### config.mk
export PLATFORM = sky130hd
export DESIGN_NAME = devrst_seq
export DESIGN_NICKNAME = d
export VERILOG_FILES = /design/src/rtl/devrst_pkg.sv /design/src/rtl/devrst_sync.sv /design/src/rtl/devrst_ctr.sv /design/src/rtl/devrst_gate.sv /design/src/rtl/devrst_seq.sv
export SDC_FILE = /design/constraint.sdc
export NUM_CORES = 1
export LEC_CHECK = 0
export BUFFER_PORTS_ARGS = -buffer_cell sky130_fd_sc_hd__clkbuf_2
export CAP_MARGIN = 20
export CORE_MARGIN = 1.5
export CORE_UTILIZATION = 58
export DETAILED_ROUTE_END_ITERATION = 16
export HOLD_SLACK_MARGIN = 0.15
export PLACE_DENSITY = 0.84
export SETUP_SLACK_MARGIN = 0.5
export SYNTH_ARGS = -nofsm -noshare
export SYNTH_HDL_FRONTEND = slang
export SYNTH_HIERARCHICAL = 1
export SYNTH_SLANG_ARGS = --single-unit
### constraint.sdc
create_clock -name clk -period 1.5 [get_ports clk]
set_input_delay 0.3 -clock clk [delete_from_list [all_inputs] [get_ports clk]]
set_output_delay 0.3 -clock clk [all_outputs]
set_load 0.05 [all_outputs]
### src/rtl/devrst_pkg.sv
package devrst_pkg;

  typedef enum logic [1:0] {
    ST_HELD  = 2'd0,
    ST_IDLE  = 2'd1,
    ST_READY = 2'd2
  } seq_state_e;

  // counter width able to hold the value maxv
  function automatic int unsigned cnt_width(input int unsigned maxv);
    return (maxv < 2) ? 1 : $clog2(maxv + 1);
  endfunction

  // rising edge (counted from the pin fall) at which the core reset ends
  function automatic int unsigned exit_edge(input int unsigned low_edges,
                                            input int unsigned min_cyc);
    return (low_edges + 3 > min_cyc) ? low_edges + 3 : min_cyc;
  endfunction

endpackage

### src/rtl/devrst_sync.sv
module devrst_sync #(
  parameter int STAGES = 2
) (
  input  logic clk,
  input  logic arst_n,
  output logic rel_n
);
  logic [STAGES-1:0] sh_q;

  // clears at once on the pin, releases after STAGES edges
  always_ff @(posedge clk or negedge arst_n) begin
    if (!arst_n) sh_q <= '0;
    else         sh_q <= {sh_q[STAGES-2:0], 1'b1};
  end

  assign rel_n = sh_q[STAGES-1];
endmodule

### src/rtl/devrst_ctr.sv
module devrst_ctr #(
  parameter int unsigned MAXV = 16,
  localparam int unsigned W = devrst_pkg::cnt_width(MAXV)
) (
  input  logic         clk,
  input  logic         run,
  output logic [W-1:0] cnt
);
  localparam logic [W-1:0] TOP = W'(MAXV);
  logic [W-1:0] q;

  // no pin reset: the count must keep running while the pin is low
  always_ff @(posedge clk) begin
    if (!run)          q <= '0;
    else if (q != TOP) q <= q + 1'b1;
  end

  assign cnt = q;
endmodule

### src/rtl/devrst_gate.sv
module devrst_gate #(
  parameter int GROUPS = 8,
  parameter int LANES  = 8,
  parameter int PATS   = 4
) (
  input  logic              open_i,
  input  logic              cs_n_i,
  input  logic [GROUPS-1:0] upd_i,
  input  logic [LANES-1:0]  lane_cfg_i,
  input  logic [PATS-1:0]   pat_cfg_i,
  output logic              cs_n_o,
  output logic [GROUPS-1:0] upd_o,
  output logic [LANES-1:0]  lane_o,
  output logic [PATS-1:0]   pat_o
);
  assign cs_n_o = cs_n_i | ~open_i;

  for (genvar g = 0; g < GROUPS; g++) begin : g_upd
    assign upd_o[g] = upd_i[g] & open_i;
  end

  for (genvar l = 0; l < LANES; l++) begin : g_lane
    assign lane_o[l] = lane_cfg_i[l] | ~open_i;
  end

  for (genvar p = 0; p < PATS; p++) begin : g_pat
    assign pat_o[p] = pat_cfg_i[p] & open_i;
  end
endmodule

### src/rtl/devrst_seq.sv
module devrst_seq #(
  parameter int unsigned MIN_CYC  = 1_000_000,
  parameter int unsigned IDLE_CYC = 5_000,
  parameter int          GROUPS   = 8,
  parameter int          LANES    = 8,
  parameter int          PATS     = 4
) (
  input  logic              clk,
  input  logic              rst_pin_n,
  input  logic              host_cs_n_i,
  input  logic [GROUPS-1:0] upd_en_i,
  input  logic [LANES-1:0]  lane_pd_cfg_i,
  input  logic [PATS-1:0]   pat_en_cfg_i,
  output logic              host_cs_n_o,
  output logic [GROUPS-1:0] upd_en_o,
  output logic [LANES-1:0]  lane_pd_o,
  output logic [PATS-1:0]   pat_en_o,
  output logic              core_rst_n_o,
  output logic              ready_o,
  output logic              defaults_ld_o,
  output logic              short_rst_o
);
  import devrst_pkg::*;

  localparam int unsigned HW = cnt_width(MIN_CYC);
  localparam int unsigned IW = cnt_width(IDLE_CYC);
  localparam logic [HW-1:0] HOLD_LAST = HW'(MIN_CYC - 1);
  localparam logic [HW-1:0] HOLD_FULL = HW'(MIN_CYC);
  localparam logic [IW-1:0] IDLE_LAST = IW'(IDLE_CYC - 1);

  seq_state_e  st_q;
  logic        rel_n;
  logic        seen_q, core_q, rdy_q, ld_q, short_q;
  logic [HW-1:0] hold_cnt;
  logic [IW-1:0] idle_cnt;

  // named internal events
  logic evt_release, evt_hold_done, evt_idle_done;

  devrst_sync #(.STAGES(2)) u_sync (
    .clk    (clk),
    .arst_n (rst_pin_n),
    .rel_n  (rel_n)
  );

  devrst_ctr #(.MAXV(MIN_CYC)) u_hold (
    .clk (clk),
    .run (st_q == ST_HELD),
    .cnt (hold_cnt)
  );

  devrst_ctr #(.MAXV(IDLE_CYC)) u_idle (
    .clk (clk),
    .run (st_q == ST_IDLE),
    .cnt (idle_cnt)
  );

  assign evt_release   = rel_n & ~seen_q;
  assign evt_hold_done = (st_q == ST_HELD) && rel_n && (hold_cnt >= HOLD_LAST);
  assign evt_idle_done = (st_q == ST_IDLE) && (idle_cnt >= IDLE_LAST);

  always_ff @(posedge clk or negedge rel_n) begin
    if (!rel_n) begin
      st_q   <= ST_HELD;
      seen_q <= 1'b0;
      core_q <= 1'b0;
      rdy_q  <= 1'b0;
      ld_q   <= 1'b0;
    end else begin
      seen_q <= 1'b1;
      ld_q   <= 1'b0;
      unique case (st_q)
        ST_HELD: if (evt_hold_done) begin
          st_q   <= ST_IDLE;
          core_q <= 1'b1;
        end
        ST_IDLE: if (evt_idle_done) begin
          st_q  <= ST_READY;
          rdy_q <= 1'b1;
          ld_q  <= 1'b1;
        end
        default: st_q <= ST_READY;
      endcase
    end
  end

  // width verdict taken once per release, kept until the next one
  always_ff @(posedge clk) begin
    if (evt_release) short_q <= (hold_cnt < HOLD_FULL);
  end

  devrst_gate #(.GROUPS(GROUPS), .LANES(LANES), .PATS(PATS)) u_gate (
    .open_i     (rdy_q),
    .cs_n_i     (host_cs_n_i),
    .upd_i      (upd_en_i),
    .lane_cfg_i (lane_pd_cfg_i),
    .pat_cfg_i  (pat_en_cfg_i),
    .cs_n_o     (host_cs_n_o),
    .upd_o      (upd_en_o),
    .lane_o     (lane_pd_o),
    .pat_o      (pat_en_o)
  );

  assign core_rst_n_o  = core_q;
  assign ready_o       = rdy_q;
  assign defaults_ld_o = ld_q;
  assign short_rst_o   = short_q;
endmodule

==> Implementation_results.wiki, run 1 <==
{| class="wikitable"
! Metric !! Value
|-
| Final estimated routing congestion in global placement || 0.908
|-
| Post-DP HPWL || roughly 4 mm
|-
| Setup Buffers After CTS || 18
|-
| Site Rows || 22
|-
| Stage at which the flow ended || clock tree synthesis
|-
| Library cell used as clock root buffer || clkbuf_8
|-
| Number of sinks handled by clock tree synthesis || between 40 and 50
|-
| Buffer levels on the longest clock path || 2
|-
| Flip-flop cell with the highest count after synthesis || dfxtp_1
|-
| Yosys warnings || 6
|-
| Post-Syn Area || 2210 µm²
|-
| Synthesis-stage register bit count || 42
|-
| Pre-CTS worst setup slack || -0.184 ns
|-
| I/O Pins || between 40 and 50
|-
| Outcome || stopped before the end
|-
| Mapped Nets || between 200 and 300
|-
| Number of enable flip-flop cells after synthesis || 1
|-
| Number of buffers created by CTS || 5
|-
| Number of hold buffers added after cts || 1
|-
| Width of the die || approximately 65 µm
|-
| Avg Synthesized Cell Area || 8.86 µm²
|-
| H-tree depth reported by CTS || 2
|-
| Async set-or-reset flop fraction in the synthesized netlist || 0.190
|-
| Synth Instances || approximately 250
|-
| Distinct cell type count of the synthesized netlist || between 40 and 50
|-
| Port Buffer Count || 47
|-
| Sequential-to-total area share from yosys stat || 0.404
|-
| First error line in the log || [ERROR DPL-0038] Utilization greater than 100%, impossible to legalize
|-
| Post-CTS resize count || 135
|-
| Height of the die || 64.7 µm
|-
| Initial Util || 0.603
|}
## cells by family after synthesis
family                     share of synthesized area
DFF                                            0.404
other                                        0.00340
muxes                                         0.0136
xor gates and xnor gates                      0.0437
and+or+nand+nor                                0.358
adders and majority gates                     0.0227
AOI/OAI and AO/OA                              0.117
buffers and inverters                         0.0380
## synth_stat cells (7+ instances only)
cell type	n	area, µm²
or3_1	11	68.8
nand3_1	13	65.1
nand2_1	12	45.0
and2_1	15	93.8
dfrtp_1	8	200
o21ai_0	10	50.1
a21oi_1	18	90.1
nand4_1	9	56.3
nand2b_1	12	75.1
xor2_1	9	78.8
nor2_1	13	48.8
inv_1	13	48.8
dfxtp_1	33	661
or4_1	7	52.6
## per-stage QoR
stage	instance area, µm²	TNS (ns)	cells
floorplan	2450	-0.226	249
global placement	2950	-0.308	372
detailed placement	2950	-0.645	372
==> run 2, diff against run 1 <==
- CORE_UTILIZATION: 58 -> 40
- HOLD_SLACK_MARGIN: 0.15 -> unset
- PLACE_DENSITY: 0.84 -> unset
- PLACE_DENSITY_LB_ADDON: unset -> 0.15
- SETUP_SLACK_MARGIN: 0.5 -> unset
==> Implementation_results.wiki, run 2 <==
{| class="wikitable"
! Metric !! Value
|-
| Ordered list of cells on the worst path || or3_4 > or3_1 > or4_4 > o211ai_1
|-
| Std-Cell Core Area || roughly 5200 µm²
|-
| Number of flip-flops under the largest register name || 20
|-
| Initial DRC count || approximately 120
|-
| Global routing usage summed across all routing layers || 0.197
|-
| H-tree depth reported by CTS || 2
|-
| # nets final || about 380
|-
| Power density over the cells || about 640 nW/µm²
|-
| Distinct cell type count of the synthesized netlist || 45
|-
| WL final || around 6.5 mm
|-
| Via count of the first global-routing pass || 2002
|-
| Final critical-path share of the clock period || 1.07
|-
| Number of design rule violations left after detail routing || 0
|-
| Minimum setup slack in the final design || -0.103 ns
|-
| Congestion Overflow GR || 0
|-
| Remaining max-slew budget at the tightest pin || 0.520
|-
| Type of the tightest min-delay check || register to async pin
|-
| Final setup viols || 14
|-
| Via count || approximately 2300
|-
| Ant. Diodes || 0
|-
| CP Data Arrival Time || roughly 1.8 ns
|-
| Largest clock skew in the final design || between 0.009 and 0.01 ns
|-
| Avg Vias per Cell || ~5.4
|-
| Number of placed instances, taps included || a little under 400
|-
| Height of the die || ~77 µm
|-
| Antenna-violating nets left || 0
|-
| Reg2Reg Setup Slack || -0.10 ns
|-
| First drt pass iteration count || 4
|-
| Number of enable flip-flop cells after synthesis || 1
|-
| Leak Pwr || between 1 and 1.5 nW
|-
| Fraction of final layout cells sized beyond drive strength 1 || 0.474
|-
| Number of buffers created by CTS || 5
|-
| Maximum number of pins on one net before global-route repair || 21
|-
| Switching fraction of total power || 0.191
|-
| Internal power component || approximately 1.8 mW
|-
| Switching power total || around 0.43 mW
|-
| Flip-flop cell with the highest count after synthesis || dfxtp_1
|-
| Library cell used as clock root buffer || clkbuf_8
|-
| Async set-or-reset flop fraction in the synthesized netlist || 0.190
|-
| Number of sinks handled by clock tree synthesis || between 40 and 50
|-
| Insertion delay of the later-clocked pin in the worst-skew pair || approximately 0.30 ns
|-
| Avg Synthesized Cell Area || 8.86 µm²
|-
| Violated checks || setup timing
|-
| Worst-margin pin slew || 0.719 ns
|-
| Required time of the worst setup path || approximately 1.7 ns
|-
| Unrepaired setup endpoints after global routing || yes
|-
| Area of the die || 5970 µm²
|-
| Final Max Tran Viols || 0
|-
| Delay of the slowest cell on the worst path || around 0.42 ns
|-
| Yosys warnings || 6
|-
| Part of the power in the clock network || 0.476
|-
| Cell Area, Placed || 2780 µm²
|-
| Worst Setup Start Kind || register
|-
| Top-count cell post-synth || dfxtp_1
|-
| Setup Crit Path Kind || register to register
|-
| Maximum ir drop on the vdd rail || between 300 and 400 µV
|-
| Top post-synthesis cells by area || dfxtp_1, dfrtp_1, and2_1, a21oi_1, xor2_1
|-
| Buffer levels on the longest clock path || 2
|-
| Synth Instances || between 200 and 250
|-
| Final estimated routing congestion in global placement || 0.801
|-
| Number of cells on the worst reg-to-reg path || 4
|-
| Final Hold Viols || 0
|-
| Fin area || about 3500 µm²
|-
| Initial Util || 0.424
|-
| Number of antenna violations at the first check in global routing || 0
|-
| Top cell type's share of synthesized area || 0.299
|-
| Width of the die || roughly 77 µm
|-
| Kind of capture point of the worst setup path || register
|-
| CTS tree || done
|-
| Average wire per standard cell || around 16 µm
|-
| Sequential-to-total area share from yosys stat || 0.404
|-
| Combinational group share of total power || 0.026
|-
| Flop pwr share || 0.498
|-
| Commonest cells after routing, fill and taps aside || buf_4, clkbuf_2, dfxtp_1
|-
| Synthesis-stage register bit count || 42
|-
| Leading area contributor after synthesis || dfxtp_1
|-
| Post-Syn Area || around 2200 µm²
|-
| Top achievable clock speed || roughly 0.62 GHz
|-
| Post-DP HPWL || 3.89 mm
|-
| Most common cell after layout, fill and taps aside || buf_4
|-
| Mapped Nets || between 200 and 300
|-
| Non-filler instance count after layout || 420
|-
| Site Rows || 26
|-
| Slowest cell on crit path || or4_4
|-
| First-pass GRT wire length || between 9 and 10 mm
|-
| Worst-path fanout max || 2
|-
| I/O Pins || 48
|-
| Port Buffer Count || between 40 and 50
|-
| Time the worst path needs with I/O delays and setup || approximately 1.6 ns
|-
| Reported max-cap violation count || 0
|-
| Leading cell types by count after synthesis || dfxtp_1, a21oi_1, and2_1
|-
| Clock input transition at the sequential cells of the worst setup and hold paths || 0.09 ns
|-
| Outcome || finished with violations
|-
| Post-layout total power || 2.25 mW
|-
| Layout area overhead || 58.5%
|}
[run 2: cell counts after synthesis]
Identical to the previous run, type by type.
[run 2: final timing paths]
path	start	end
worst min register to register	u_sync/sh_q[1]	core_rst_n_o
worst max-delay path	u_hold/cnt[8]	st_q[0]
worst max register to register	u_hold/cnt[8]	st_q[0]
max in group asynchronous	rst_pin_n	u_sync/sh_q[0]
min in group clk	u_sync/sh_q[0]	u_sync/sh_q[1]
worst min-delay path	u_sync/sh_q[1]	core_rst_n_o
[run 2: kinds of logic (layout without fill, tap and decap cells)]
kind of cell    count (synthesis)  count (layout)  share of synthesized area
flops                          42              42                      0.404
simple gates                  124             124                      0.358
other cells                     2               2                    0.00340
xor+xnor                       11              11                     0.0437
buf+inv                        19             120                     0.0380
compound gates                 44              44                      0.117
fa+ha+maj                       4               4                     0.0227
mux                             3               3                     0.0136
[run 2: cell type report]
cell class	count	area (µm²)
fillers	395	1710
inverters	14	57.6
multi-input cells	188	1470
flip-flops and latches	42	912
well taps	70	87.6
repair buffers	98	837
clock buffers	5	68.8
clock inverters	3	68.8
[run 2: worst max-delay path: cells and delay by family, from the launching register on]
kind / cells / cell delay (ns)
AOI/OAI and AO/OA: 1 / 0.09
DFF: 1 / 0.33
and+or+nand+nor: 3 / 1.10
[run 2: stage by stage]
step / setup WS, ns / utilization / setup TNS [ns] / hold WS, ns
3_3_place_gp: -0.124 / 0.535 / -0.487 / 0.0859
6_report: -0.103 / 0.672 / -0.353 / 0.171
5_1_grt: -0.122 / 0.672 / -1.80 / 0.197
3_5_place_dp: -0.163 / 0.535 / -0.629 / 0.0908
2_1_floorplan: -0.120 / - / -0.238 / 0.00441
4_1_cts: -0.102 / 0.609 / -0.276 / 0.183
[run 2: per-layer routing]
layer / part of all wire / wire length, µm / vias up / track usage
met2: 0.47 / 3070 / 85 / 0.334
met4: 0.047 / 306 / 0 / 0.0491
met3: 0.062 / 402 / 20 / 0.0464
met1: 0.42 / 2740 / 1053 / 0.251
met5: 0 / 0 / - / 0
li1: - / - / 1105 / -
[run 2: power by group through the flow]
stage	sequential [mW]	clock (mW)	combinational, mW
floorplan	1.16	0	0.00458
global placement	1.15	0	0.0430
detailed placement	1.15	0	0.0437
CTS	1.13	1.10	0.0468
global route	1.12	1.16	0.0613
finish	1.12	1.07	0.0576
[run 2: timing repair]
| action | 4_1_cts | 5_1_grt |
|---|---|---|
| gates cloned | 1 | 0 |
| resized for setup | 51 | 86 |
| pin swaps | 8 | 10 |
| endpoints found under the hold margin | 2 | 0 |
| buffers inserted | 6 | 6 |
| hold buffers | 1 | 0 |
| endpoints found under the setup margin | 38 | 41 |
Note: power is estimated with default switching activity, not from simulation.
==> run 3, diff against run 2 <==
- TNS_END_PERCENT: unset -> 5
==> Implementation_results.wiki, run 3 (synthesis results as in run 2) <==
{| class="wikitable"
! Metric !! Value
|-
| Reported max-cap violation count || 0
|-
| Clock input transition at the sequential cells of the worst setup and hold paths || about 0.08 ns
|-
| Startpoint of the most critical register-to-register path || u_hold/cnt[8]
|-
| Final Max Tran Viols || 0
|-
| Worst Setup Start Kind || register
|-
| Commonest cells after routing, fill and taps aside || buf_4, dfxtp_1, clkbuf_2
|-
| Kind of capture point of the worst setup path || register
|-
| Switching power total || 0.416 mW
|-
| Std-Cell Core Area || 5200 µm²
|-
| Violated checks || setup timing
|-
| Type of the tightest min-delay check || register to async pin
|-
| Avg Vias per Cell || 5.25
|-
| Average wire per standard cell || ~14 µm
|-
| # nets final || approximately 370
|-
| Outcome || finished with violations
|-
| Via count || around 2100
|-
| Number of flip-flops under the largest register name || 20
|-
| Number of design rule violations left after detail routing || 0
|-
| Antenna-violating nets left || 0
|-
| Number of sinks handled by clock tree synthesis || 42
|-
| Maximum number of pins on one net before global-route repair || 21
|-
| Initial Util || 0.424
|-
| Via count of the first global-routing pass || approximately 1800
|-
| Critical R2R Capture || st_q[0]
|-
| Leak Pwr || between 1 and 1.5 nW
|-
| Time the worst path needs with I/O delays and setup || about 1.6 ns
|-
| Insertion delay of the later-clocked pin in the worst-skew pair || 0.29 ns
|-
| Number of cells on the worst reg-to-reg path || 4
|-
| Port Buffer Count || 47
|-
| I/O Pins || between 40 and 50
|-
| Global routing usage summed across all routing layers || 0.186
|-
| Number of buffers created by CTS || 5
|-
| Congestion Overflow GR || 0
|-
| Fraction of final layout cells sized beyond drive strength 1 || 0.375
|-
| Post-DP HPWL || roughly 4 mm
|-
| Worst-path fanout max || 2
|-
| Unrepaired setup endpoints after global routing || yes
|-
| Most common cell after layout, fill and taps aside || buf_4
|-
| Initial DRC count || about 120
|-
| Final setup viols || 15
|-
| Util after Layout || 0.604
|-
| WL final || 5.66 mm
|-
| Power density over the cells || 601 nW/µm²
|-
| Required time of the worst setup path || between 1.5 and 2 ns
|-
| Setup Crit Path Kind || register to register
|-
| Number of antenna violations at the first check in global routing || 0
|-
| Fin area || roughly 3100 µm²
|-
| H-tree depth reported by CTS || 2
|-
| Top achievable clock speed || around 0.63 GHz
|-
| Maximum ir drop on the vdd rail || approximately 370 µV
|-
| First-pass GRT wire length || 8.76 mm
|-
| Library cell used as clock root buffer || clkbuf_8
|-
| Combinational group share of total power || 0.026
|-
| Layout area overhead || 42.5%
|-
| Largest clock skew in the final design || ~0.0044 ns
|-
| Final critical-path share of the clock period || 1.07
|-
| Ant. Diodes || 0
|-
| CTS tree || done
|-
| Height of the die || between 70 and 80 µm
|-
| Final estimated routing congestion in global placement || roughly 0.83
|-
| Final Hold Viols || 0
|-
| First drt pass iteration count || 4
|-
| Internal power component || 1.47 mW
|-
| Cell Area, Placed || 2790 µm²
|-
| Area of the die || about 6000 µm²
|-
| Width of the die || 77.3 µm
|-
| Part of the power in the clock network || 0.378
|-
| CP Data Arrival Time || between 1.5 and 2 ns
|-
| Flop pwr share || 0.597
|-
| Minimum setup slack in the final design || -0.0991 ns
|-
| Reg2Reg Setup Slack || -0.1 ns
|-
| Site Rows || 26
|-
| Buffer levels on the longest clock path || 2
|-
| Switching fraction of total power || 0.220
|}
## run 3: power by group through the flow
stage               Combinational [mW]  Clock [mW]  Sequential (mW)
CTS                             0.0461       0.739             1.13
floorplan                      0.00458           0             1.16
global placement                0.0433           0             1.15
global route                    0.0534       0.773             1.13
finish                          0.0490       0.714             1.13
detailed placement              0.0437           0             1.15
## run 3: repair_timing
action / 4_1_cts / 5_1_grt
gates resized for setup: 39 / 41
hold buffers: 1 / 0
pin swaps: 3 / 9
endpoints found under the setup margin: 30 / 44
buffers inserted: 0 / 1
hold endpoints to repair: 2 / 0
## run 3: routing by layer
layer,track usage,wire length (µm),up-vias
met5,0,0,-
met4,0.0545,65,0
met3,0.0476,396,6
met2,0.306,2660,87
met1,0.239,2540,977
li1,-,-,1077
## run 3: layout make-up
cell class,instances,area [µm²]
repair buffers,87,706
clock buffers,5,68.8
well taps,70,87.6
flip-flops and latches,42,898
multi-input cells,188,1320
clock inverters,3,16.3
inverters,14,52.6
fillers,460,2060
## run 3: worst max-delay path by stage
stage                        from              to  slack, ns  depth (start not counted)
global placement    u_hold/cnt[8]         st_q[0]      -0.12                          4
CTS                 u_hold/cnt[8]         st_q[0]      -0.17                          4
detailed placement  u_hold/cnt[8]         st_q[0]      -0.15                          4
global route        u_hold/cnt[8]  u_hold/cnt[16]      -0.14                          6
floorplan           u_hold/cnt[8]         st_q[0]      -0.12                          4
finish              u_hold/cnt[8]         st_q[0]       -0.1                          4
## run 3: stage by stage
step	total power, mW	setup TNS, ns	setup slack [ns]	instances	hold WS, ns
4_1_cts	1.91	-0.575	-0.174	408	0.198
2_1_floorplan	1.17	-1.82	-0.124	249	0.00441
6_report	1.89	-0.655	-0.0991	409	0.186
3_3_place_gp	1.20	-0.361	-0.118	399	0.0858
3_5_place_dp	1.20	-0.480	-0.153	399	0.0889
5_1_grt	1.96	-2.07	-0.141	409	0.210
## run 3: worst max-delay path, stage by stage, from the launching register on
cell      delay, ns
dfxtp_1        0.31
or3_4          0.38
or3_1          0.32
or4_4          0.42
o211ai_1       0.09
